File: src/rtl/bsd_pkg.sv
package bsd_pkg;

    // Which 128 KB window an address falls in
    typedef enum logic [1:0] {
        WIN_NONE  = 2'd0,
        WIN_LOW   = 2'd1,
        WIN_ALIAS = 2'd2
    } win_e;

    // Registered decode class
    typedef enum logic [2:0] {
        CLS_NONE  = 3'd0,
        CLS_ROM   = 3'd1,
        CLS_EXT   = 3'd2,
        CLS_RAM   = 3'd3,
        CLS_BLOCK = 3'd4
    } cls_e;

    typedef struct packed {
        win_e win;
        logic half;   // 0: lower 64 KB half, 1: upper half
    } match_t;

    localparam int NUM_HALF = 2;

    // Start of the region a given mode protects, as an offset below the 1 MB top
    function automatic longint unsigned shadow_floor(input logic [1:0] mode,
                                                     input int low_aw,
                                                     input int seg_w);
        longint unsigned top;
        top = longint'(1) << low_aw;
        if (mode[0])
            return top - (longint'(1) << (seg_w + 1));
        return top - (longint'(1) << seg_w);
    endfunction

endpackage

File: src/rtl/bsd_window.sv
module bsd_window
    import bsd_pkg::*;
#(
    parameter int ADDR_W = 24,
    parameter int LOW_AW = 20,
    parameter int SEG_W  = 16
) (
    input  logic [ADDR_W-1:0] addr,
    output match_t            hit
);
    localparam int WIN_LSB = SEG_W + 1;

    logic above_low;
    logic low_top;
    logic alias_top;

    always_comb begin
        above_low = |addr[ADDR_W-1:LOW_AW];
        low_top   = &addr[LOW_AW-1:WIN_LSB];
        alias_top = &addr[ADDR_W-1:WIN_LSB];
        hit.half  = addr[SEG_W];
        if (alias_top)
            hit.win = WIN_ALIAS;
        else if (!above_low && low_top)
            hit.win = WIN_LOW;
        else
            hit.win = WIN_NONE;
    end
endmodule

File: src/rtl/bsd_policy.sv
module bsd_policy
    import bsd_pkg::*;
#(
    parameter int ADDR_W = 24,
    parameter int LOW_AW = 20,
    parameter int SEG_W  = 16
) (
    input  logic                shadow_en,
    input  logic [1:0]          shadow_mode,
    input  logic [ADDR_W:0]     mem_top,
    output logic [NUM_HALF-1:0] half_shadow
);
    localparam int MT_W = ADDR_W + 1;
    localparam logic [MT_W-1:0] FLOOR_BOTH  = MT_W'(shadow_floor(2'b01, LOW_AW, SEG_W));
    localparam logic [MT_W-1:0] FLOOR_UPPER = MT_W'(shadow_floor(2'b10, LOW_AW, SEG_W));

    logic [1:0]      eff_mode;
    logic [MT_W-1:0] floor_addr;
    logic            active;

    always_comb begin
        eff_mode   = shadow_en ? shadow_mode : 2'b00;
        floor_addr = eff_mode[0] ? FLOOR_BOTH : FLOOR_UPPER;
        active     = (eff_mode != 2'b00) && (mem_top > floor_addr);
    end

    for (genvar h = 0; h < NUM_HALF; h++) begin : g_half
        assign half_shadow[h] = active & eff_mode[h];
    end
endmodule

File: src/rtl/bsd_classify.sv
module bsd_classify
    import bsd_pkg::*;
(
    input  logic                acc_valid,
    input  logic                acc_write,
    input  match_t              hit,
    input  logic [NUM_HALF-1:0] half_shadow,
    input  logic                rom_to_ext,
    input  logic                early_rev,
    output cls_e                cls
);
    logic shadowed;

    always_comb begin
        shadowed = half_shadow[hit.half];
        cls      = CLS_NONE;
        if (acc_valid && hit.win != WIN_NONE) begin
            if (shadowed)
                cls = acc_write ? CLS_BLOCK : CLS_RAM;
            else if (hit.win == WIN_ALIAS)
                cls = CLS_ROM;
            else if (rom_to_ext && !early_rev)
                cls = CLS_EXT;
            else
                cls = CLS_ROM;
        end
    end
endmodule

File: src/rtl/bios_shadow_decoder.sv
module bios_shadow_decoder
    import bsd_pkg::*;
#(
    parameter int ADDR_W = 24,
    parameter int LOW_AW = 20,
    parameter int SEG_W  = 16
) (
    input  logic              clk,
    input  logic              rst,
    input  logic              acc_valid,
    input  logic [ADDR_W-1:0] acc_addr,
    input  logic              acc_write,
    input  logic              shadow_en,
    input  logic [1:0]        shadow_mode,
    input  logic              rom_to_ext,
    input  logic              early_rev,
    input  logic [ADDR_W:0]   mem_top,
    output logic              rom_cs,
    output logic              ram_sel,
    output logic              ext_sel,
    output logic              write_block,
    output logic [LOW_AW-1:0] ram_addr
);
    match_t              hit;
    logic [NUM_HALF-1:0] half_shadow;
    cls_e                cls_d;
    cls_e                cls_q;
    logic [LOW_AW-1:0]   addr_q;

    bsd_window #(.ADDR_W(ADDR_W), .LOW_AW(LOW_AW), .SEG_W(SEG_W)) u_window (
        .addr (acc_addr),
        .hit  (hit)
    );

    bsd_policy #(.ADDR_W(ADDR_W), .LOW_AW(LOW_AW), .SEG_W(SEG_W)) u_policy (
        .shadow_en   (shadow_en),
        .shadow_mode (shadow_mode),
        .mem_top     (mem_top),
        .half_shadow (half_shadow)
    );

    bsd_classify u_classify (
        .acc_valid   (acc_valid),
        .acc_write   (acc_write),
        .hit         (hit),
        .half_shadow (half_shadow),
        .rom_to_ext  (rom_to_ext),
        .early_rev   (early_rev),
        .cls         (cls_d)
    );

    always_ff @(posedge clk) begin
        if (rst) begin
            cls_q  <= CLS_NONE;
            addr_q <= '0;
        end else begin
            cls_q  <= cls_d;
            addr_q <= (cls_d == CLS_RAM) ? acc_addr[LOW_AW-1:0] : '0;
        end
    end

    always_comb begin
        rom_cs      = (cls_q == CLS_ROM);
        ram_sel     = (cls_q == CLS_RAM);
        ext_sel     = (cls_q == CLS_EXT);
        write_block = (cls_q == CLS_BLOCK);
        ram_addr    = addr_q;
    end
endmodule

File: config.mk
export PLATFORM = sky130hd
export DESIGN_NAME = bios_shadow_decoder
export DESIGN_NICKNAME = d
export VERILOG_FILES = /design/src/rtl/bsd_pkg.sv /design/src/rtl/bsd_window.sv /design/src/rtl/bsd_policy.sv /design/src/rtl/bsd_classify.sv /design/src/rtl/bios_shadow_decoder.sv
export SDC_FILE = /design/constraint.sdc
export NUM_CORES = 1
export LEC_CHECK = 0
export BUFFER_PORTS_ARGS = -buffer_cell sky130_fd_sc_hd__buf_4
export CORE_UTILIZATION = 36
export CTS_CLUSTER_SIZE = 20
export DETAILED_ROUTE_END_ITERATION = 16
export GPL_TIMING_DRIVEN = 0
export PLACE_DENSITY = 0.78
export RECOVER_POWER = 25
export SETUP_SLACK_MARGIN = 0.4
export SLEW_MARGIN = 20
export SYNTH_ARGS = -nofsm -noshare
export SYNTH_HDL_FRONTEND = slang
export SYNTH_SLANG_ARGS = --single-unit
File: constraint.sdc
create_clock -name clk -period 2.7 [get_ports clk]
set_clock_uncertainty 0.15 [all_clocks]
set_input_delay 0.54 -clock clk [delete_from_list [all_inputs] [get_ports clk]]
set_output_delay 0.54 -clock clk [all_outputs]
set_load 0.02 [all_outputs]
# Yosys cells after proc, flatten, opt, wreduce, memory -nomap -nowiden
# Cells that the tools add are included.
dict set report op_classes {
  order_cmp 2
  n_bitwise 3
  mux 11
  reduce_logical 12
  eq_ne 6
}
# op count
set op_table {}
lappend op_table {{greater-than comparator 25 bit} 1}
lappend op_table {{two-way mux 17 bit} 1}
lappend op_table {{two-way mux 3 bit} 4}
lappend op_table {{== test 3 x 2 -> 1 bit, second input constant} 3}
lappend op_table {{AND reduction 7 bit} 1}
lappend op_table {{two-way mux 2 bit} 3}
lappend op_table {{logical AND 1 bit} 4}
lappend op_table {{nonzero test 2 bit} 2}
lappend op_table {{OR reduction 4 bit} 1}
lappend op_table {{== test 3 x 1 -> 1 bit, second input constant} 1}
lappend op_table {{== test 3 bit, second input constant} 1}
lappend op_table {{two-way mux 1 bit} 3}
lappend op_table {{AND reduction 3 bit} 1}
lappend op_table {{AND 1 bit} 2}
lappend op_table {{== test 2 bit, second input constant} 1}
lappend op_table {{zero test 1 bit} 2}
lappend op_table {{< comparator 1 x 2 -> 1 bit, second input constant} 1}
lappend op_table {{OR reduction 2 bit} 1}
lappend op_table {{NOT 1 bit} 1}
dict set report totals {
  wordCells 36
  ff_bits 23
}

# Logic depth before layout (Yosys ltp)
dict set report logic_depth {
  word_depth 12
  depth_mapped 9
  depth_no_buf 7
}

# Hierarchy
# Synthesis repeated with hierarchy kept, for this count alone.
dict set report unflattened {
  hier_cells 85
  hier_area_um2 910.9
}
# module instances area_per_inst_um2 seq_area_each_um2 cells_per_inst
set modules_own_cells {}
lappend modules_own_cells {bios_shadow_decoder 1 683.2 460.4 53}
lappend modules_own_cells {bsd_policy 1 120.1 0.0 16}
lappend modules_own_cells {bsd_classify 1 66.3 0.0 9}
lappend modules_own_cells {bsd_window 1 41.3 0.0 7}

# Worst setup path before layout
# OpenSTA, ideal clock, no wires.
dict set report synth_path {
  kind {input port to flip-flop}
  startpoint {input shadow_mode[0]}
  endpoint {register addr_q[0], in the netlist ram_addr[0]}
  slack_ns 0.247
  arrival_time_ns 2.190
  setup_time_ns 0.113
  path_stages 9
  path_cell_list {nand2_1 -> ha_1 -> or3b_2 -> nor4_4 -> a31oi_2 -> and3_1 -> buf_6 -> buf_8 -> and2_4}
}
dict set report synth_via {
  elab_chain_cells 12
  elab_cells_between_ends 14
  classes_between {1 x order compare; 1 x eq/ne; 6 x mux; 3 x bitwise; 3 x reduce/logical}
}
# element line
set synth_rtl {}
lappend synth_rtl {{start: declaration} bios_shadow_decoder.sv:14} ;# input logic [1:0] shadow_mode,
lappend synth_rtl {{two-way mux 2 bit (*)} bsd_policy.sv:22} ;# eff_mode = shadow_en ? shadow_mode : 2'b00;
lappend synth_rtl {{two-way mux 17 bit} bsd_policy.sv:23} ;# floor_addr = eff_mode[0] ? FLOOR_BOTH : FLOOR_UPPER;
lappend synth_rtl {{greater-than comparator 25 bit} bsd_policy.sv:24} ;# active = (eff_mode != 2'b00) && (mem_top > floor_addr);
lappend synth_rtl {{logical AND 1 bit} bsd_policy.sv:24}
lappend synth_rtl {{AND 1 bit} bsd_policy.sv:28} ;# assign half_shadow[h] = active & eff_mode[h];
lappend synth_rtl {{two-way mux 1 bit (not written as such) (*) (2 in series)} bsd_classify.sv:15} ;# shadowed = half_shadow[hit.half];
lappend synth_rtl {{two-way mux 3 bit (*)} bsd_classify.sv:18} ;# if (shadowed)
lappend synth_rtl {{two-way mux 3 bit (*)} bsd_classify.sv:17} ;# if (acc_valid && hit.win != WIN_NONE) begin
lappend synth_rtl {{== test 3 x 2 -> 1 bit (*)} bios_shadow_decoder.sv:58} ;# addr_q <= (cls_d == CLS_RAM) ? acc_addr[LOW_AW-1:0] : '0;
lappend synth_rtl {{NOT 1 bit (no line) (*)} n/a}
lappend synth_rtl {{OR reduction 2 bit (no line) (*)} n/a}
lappend synth_rtl {{end signal: assignment} bios_shadow_decoder.sv:58}
lappend synth_rtl {{end: declaration} bios_shadow_decoder.sv:28} ;# logic [LOW_AW-1:0] addr_q;
# Every way passes the cells marked *; elsewhere a longest branch is shown, timed or not. The select of a mux whose other input is x is not followed.
# A chain may end at the register's enable or synchronous reset.

# Worst setup path after layout
dict set report layout_path {
  startpoint {input shadow_en}
  endpoint {register addr_q[15], in the netlist ram_addr[15]}
}
dict set report layout_via {
  elab_chain_cells 12
  elab_cells_between_ends 14
  classes_between {1 x order compare; 1 x eq/ne; 6 x mux; 3 x bitwise; 3 x reduce/logical}
}
# element line
set layout_rtl {}
lappend layout_rtl {{start: declaration} bios_shadow_decoder.sv:13} ;# input logic shadow_en,
lappend layout_rtl {{two-way mux 2 bit (*)} bsd_policy.sv:22}
lappend layout_rtl {{two-way mux 17 bit} bsd_policy.sv:23}
lappend layout_rtl {{greater-than comparator 25 bit} bsd_policy.sv:24}
lappend layout_rtl {{logical AND 1 bit} bsd_policy.sv:24}
lappend layout_rtl {{AND 1 bit} bsd_policy.sv:28}
lappend layout_rtl {{two-way mux 1 bit (not written as such) (*) (2 in series)} bsd_classify.sv:15}
lappend layout_rtl {{two-way mux 3 bit (*)} bsd_classify.sv:18}
lappend layout_rtl {{two-way mux 3 bit (*)} bsd_classify.sv:17}
lappend layout_rtl {{== test 3 x 2 -> 1 bit (*)} bios_shadow_decoder.sv:58}
lappend layout_rtl {{NOT 1 bit (no line) (*)} n/a}
lappend layout_rtl {{OR reduction 2 bit (no line) (*)} n/a}
# Marks and branches as above.

==> qor.txt <==
gr ovfl total: 0
ratio of cells with drive above 1 in the final layout: 57.7%
final WL: 2050 um
largest net degree at the start of global routing: 13
Cell Area, Synth: 915 um2
VDD IR max: 280 uV
setup tns final: 0 ns
final net count: 223
Cell Rows: 17
RSZ-0062 raised after global routing: no
FILL cells: 175
critical path, cell by cell: buf_4 -> nand2_4 -> ha_1 -> or3b_4 -> nor4_4 -> a31oi_2 -> and3_1 -> buf_6 -> buf_8 -> and2_4
Worst Max-Slew Pin Slew: 0.359 ns
WHS Path Cells: 2
Ports: 82
clock sink total: 23
total track usage: 14.8%
DR pass1 iterations: 3
setup bufs post-CTS: 0
max_slew headroom: 76.1%
I/O Buffers: 81
crit-path max FO: 10
die extent in y: 52.4 um
synthesized area per cell: 11.7 um2
CP max stage delay: 0.38 ns
Avg WL per Cell: 10.7 um
vias in the first global route: 790
number of distinct library cells after synthesis: 27
Post-Syn Nets: 137
multi-input logic area: 434 um2
H-Tree Depth: 1
initial antenna violation count: 0
most common cell after layout, fill and taps aside: buf_4
first-pass GRT wire length: 3020 um
Initial Util: 39.8%
dpl cell area: 0.00158 mm2
#FFs+latches synth: 23
WP data arrival: 2.26 ns
Max-Cap Viols: 0
Worst EP required: 2.75 ns
Leak: 0.000761 uW
FMAX: 452 MHz
TritonCTS clock tree: yes
most frequent cells in the layout: 70 x buf_4, 23 x dfxtp_1, 12 x clkbuf_1
Final Hold Fails: 0
status: completed
hold buffers post-CTS: 0
Detailed Place HPWL: 1740 um
Clock transition at path regs: 0.12 ns
Detail Route Antenna Nets: 0
core area: 0.00230 mm2
ANT cells: 0
Gates resized, CTS repair: 0
final setup fails: 0
Synth Warn #: 0
Tcrit/Tclk final: 81.9%
minimum clock period: 2.21 ns
Final Wtd Congestion: 0.665
Critical Path Start Type: primary input
Area Growth Syn to Fin: 70.6%
kind of critical path: in2reg
Post-Synthesis Cells: 78
DRC: 0
die width: 52.4 um
Register Area: 460 um2
power density cells: 369 mW/mm2
CTS Buffer Depth: 2
vias: 879
CP max stage cell: or3b_4
Design Area, Final: 0.00156 mm2
Hold Crit Class: in2reg
part of the Yosys area used for sequential elements: 50.3%
drt via density: 4.60
Final Max Tran Viols: 0
drt first-iter violations: 2
number of buffers created by CTS: 3
CP endpoint kind: flop
die area: 0.00275 mm2
Tot Pwr: 576 uW
Clock Root Buffer: clkbuf_4
[final timing paths]
check | startpoint | endpoint
max | shadow_en | ram_addr[15]
min | acc_addr[8] | ram_addr[8]
[power breakdown]
| group | leakage (uW) | switching [uW] | total [uW] | internal, uW |
|---|---|---|---|---|
| Sequential | 0.000185 | 0.0903 | 339 | 339 |
| Clock | 0.0000150 | 92.5 | 150 | 57.4 |
| Combinational | 0.000561 | 23.9 | 86.9 | 63.1 |
| Total | 0.000761 | 116 | 576 | 460 |
[final cells by class]
class / instances / area share, %
Clock buffer: 4 / 1.68
Buffer: 2 / 1.68
Sequential cell: 23 / 29.5
Inverter: 3 / 0.722
Multi-Input combinational cell: 50 / 27.8
Tap cell: 28 / 2.25
Timing Repair Buffer: 81 / 36.3
[state kept, by name (all words and copies together) (netlist names)]
name and flops:
ram_addr 20, cls_q 3
[synth_stat cells, drive strengths merged]
cell type  number  area [um2]
nor2b           1        6.26
ha              1        12.5
or3b            1        8.76
a2111oi         1        27.5
and3            4        25.0
nand4           1        6.26
and3b           1        8.76
or4             5        45.0
buf             2        26.3
inv             3        11.3
dfxtp          23         460
and2           19         141
a31oi           1        12.5
mux2i           1        10.0
and4b           1        10.0
mux2            2        22.5
nand2           1        3.75
nor2            1        3.75
nor3b           3        22.5
o311ai          1        8.76
nor3            1        5.00
nand3           2        10.0
nor4            1        21.3
o21ai           1        5.00
[layer usage]
metal,vias to the layer above,track usage [%],part of all wire (%)
li1,440,-,-
met2,65,26.6,49
met4,0,6.58,0.59
met3,2,3.77,15
met1,372,16.1,35
met5,-,0,0
[kinds of logic (layout without fill, tap and decap cells)]
| logic type | count (synthesis) | in the layout | share of synthesized area, % |
|---|---|---|---|
| AND/OR/NAND/NOR | 42 | 42 | 34.7 |
| flip-flops | 23 | 23 | 50.3 |
| buffers and inverters | 5 | 90 | 4.10 |
| AO/OA/AOI/OAI | 4 | 4 | 5.88 |
| multiplexers | 3 | 3 | 3.56 |
| adder cells (fa/ha/maj) | 1 | 1 | 1.37 |
[per-stage QoR]
stage	utilization (%)	std cells	hold slack [ns]	worst slack, ns
3_5_place_dp	68.6	187	0.598	0.156
2_1_floorplan	-	78	0.512	0.386
4_1_cts	69.7	191	0.280	0.487
6_report	67.9	191	0.282	0.490
5_1_grt	67.9	191	0.269	0.403
3_3_place_gp	68.6	187	0.595	0.175
[critical path: cells and delay by family]
kind,cells,cell delay (ns)
fa+ha+maj,1,0.25
simple gates,5,0.91
compound gates,1,0.19
buf+inv,3,0.36
No activity file was read; power rests on OpenSTA's default activity.
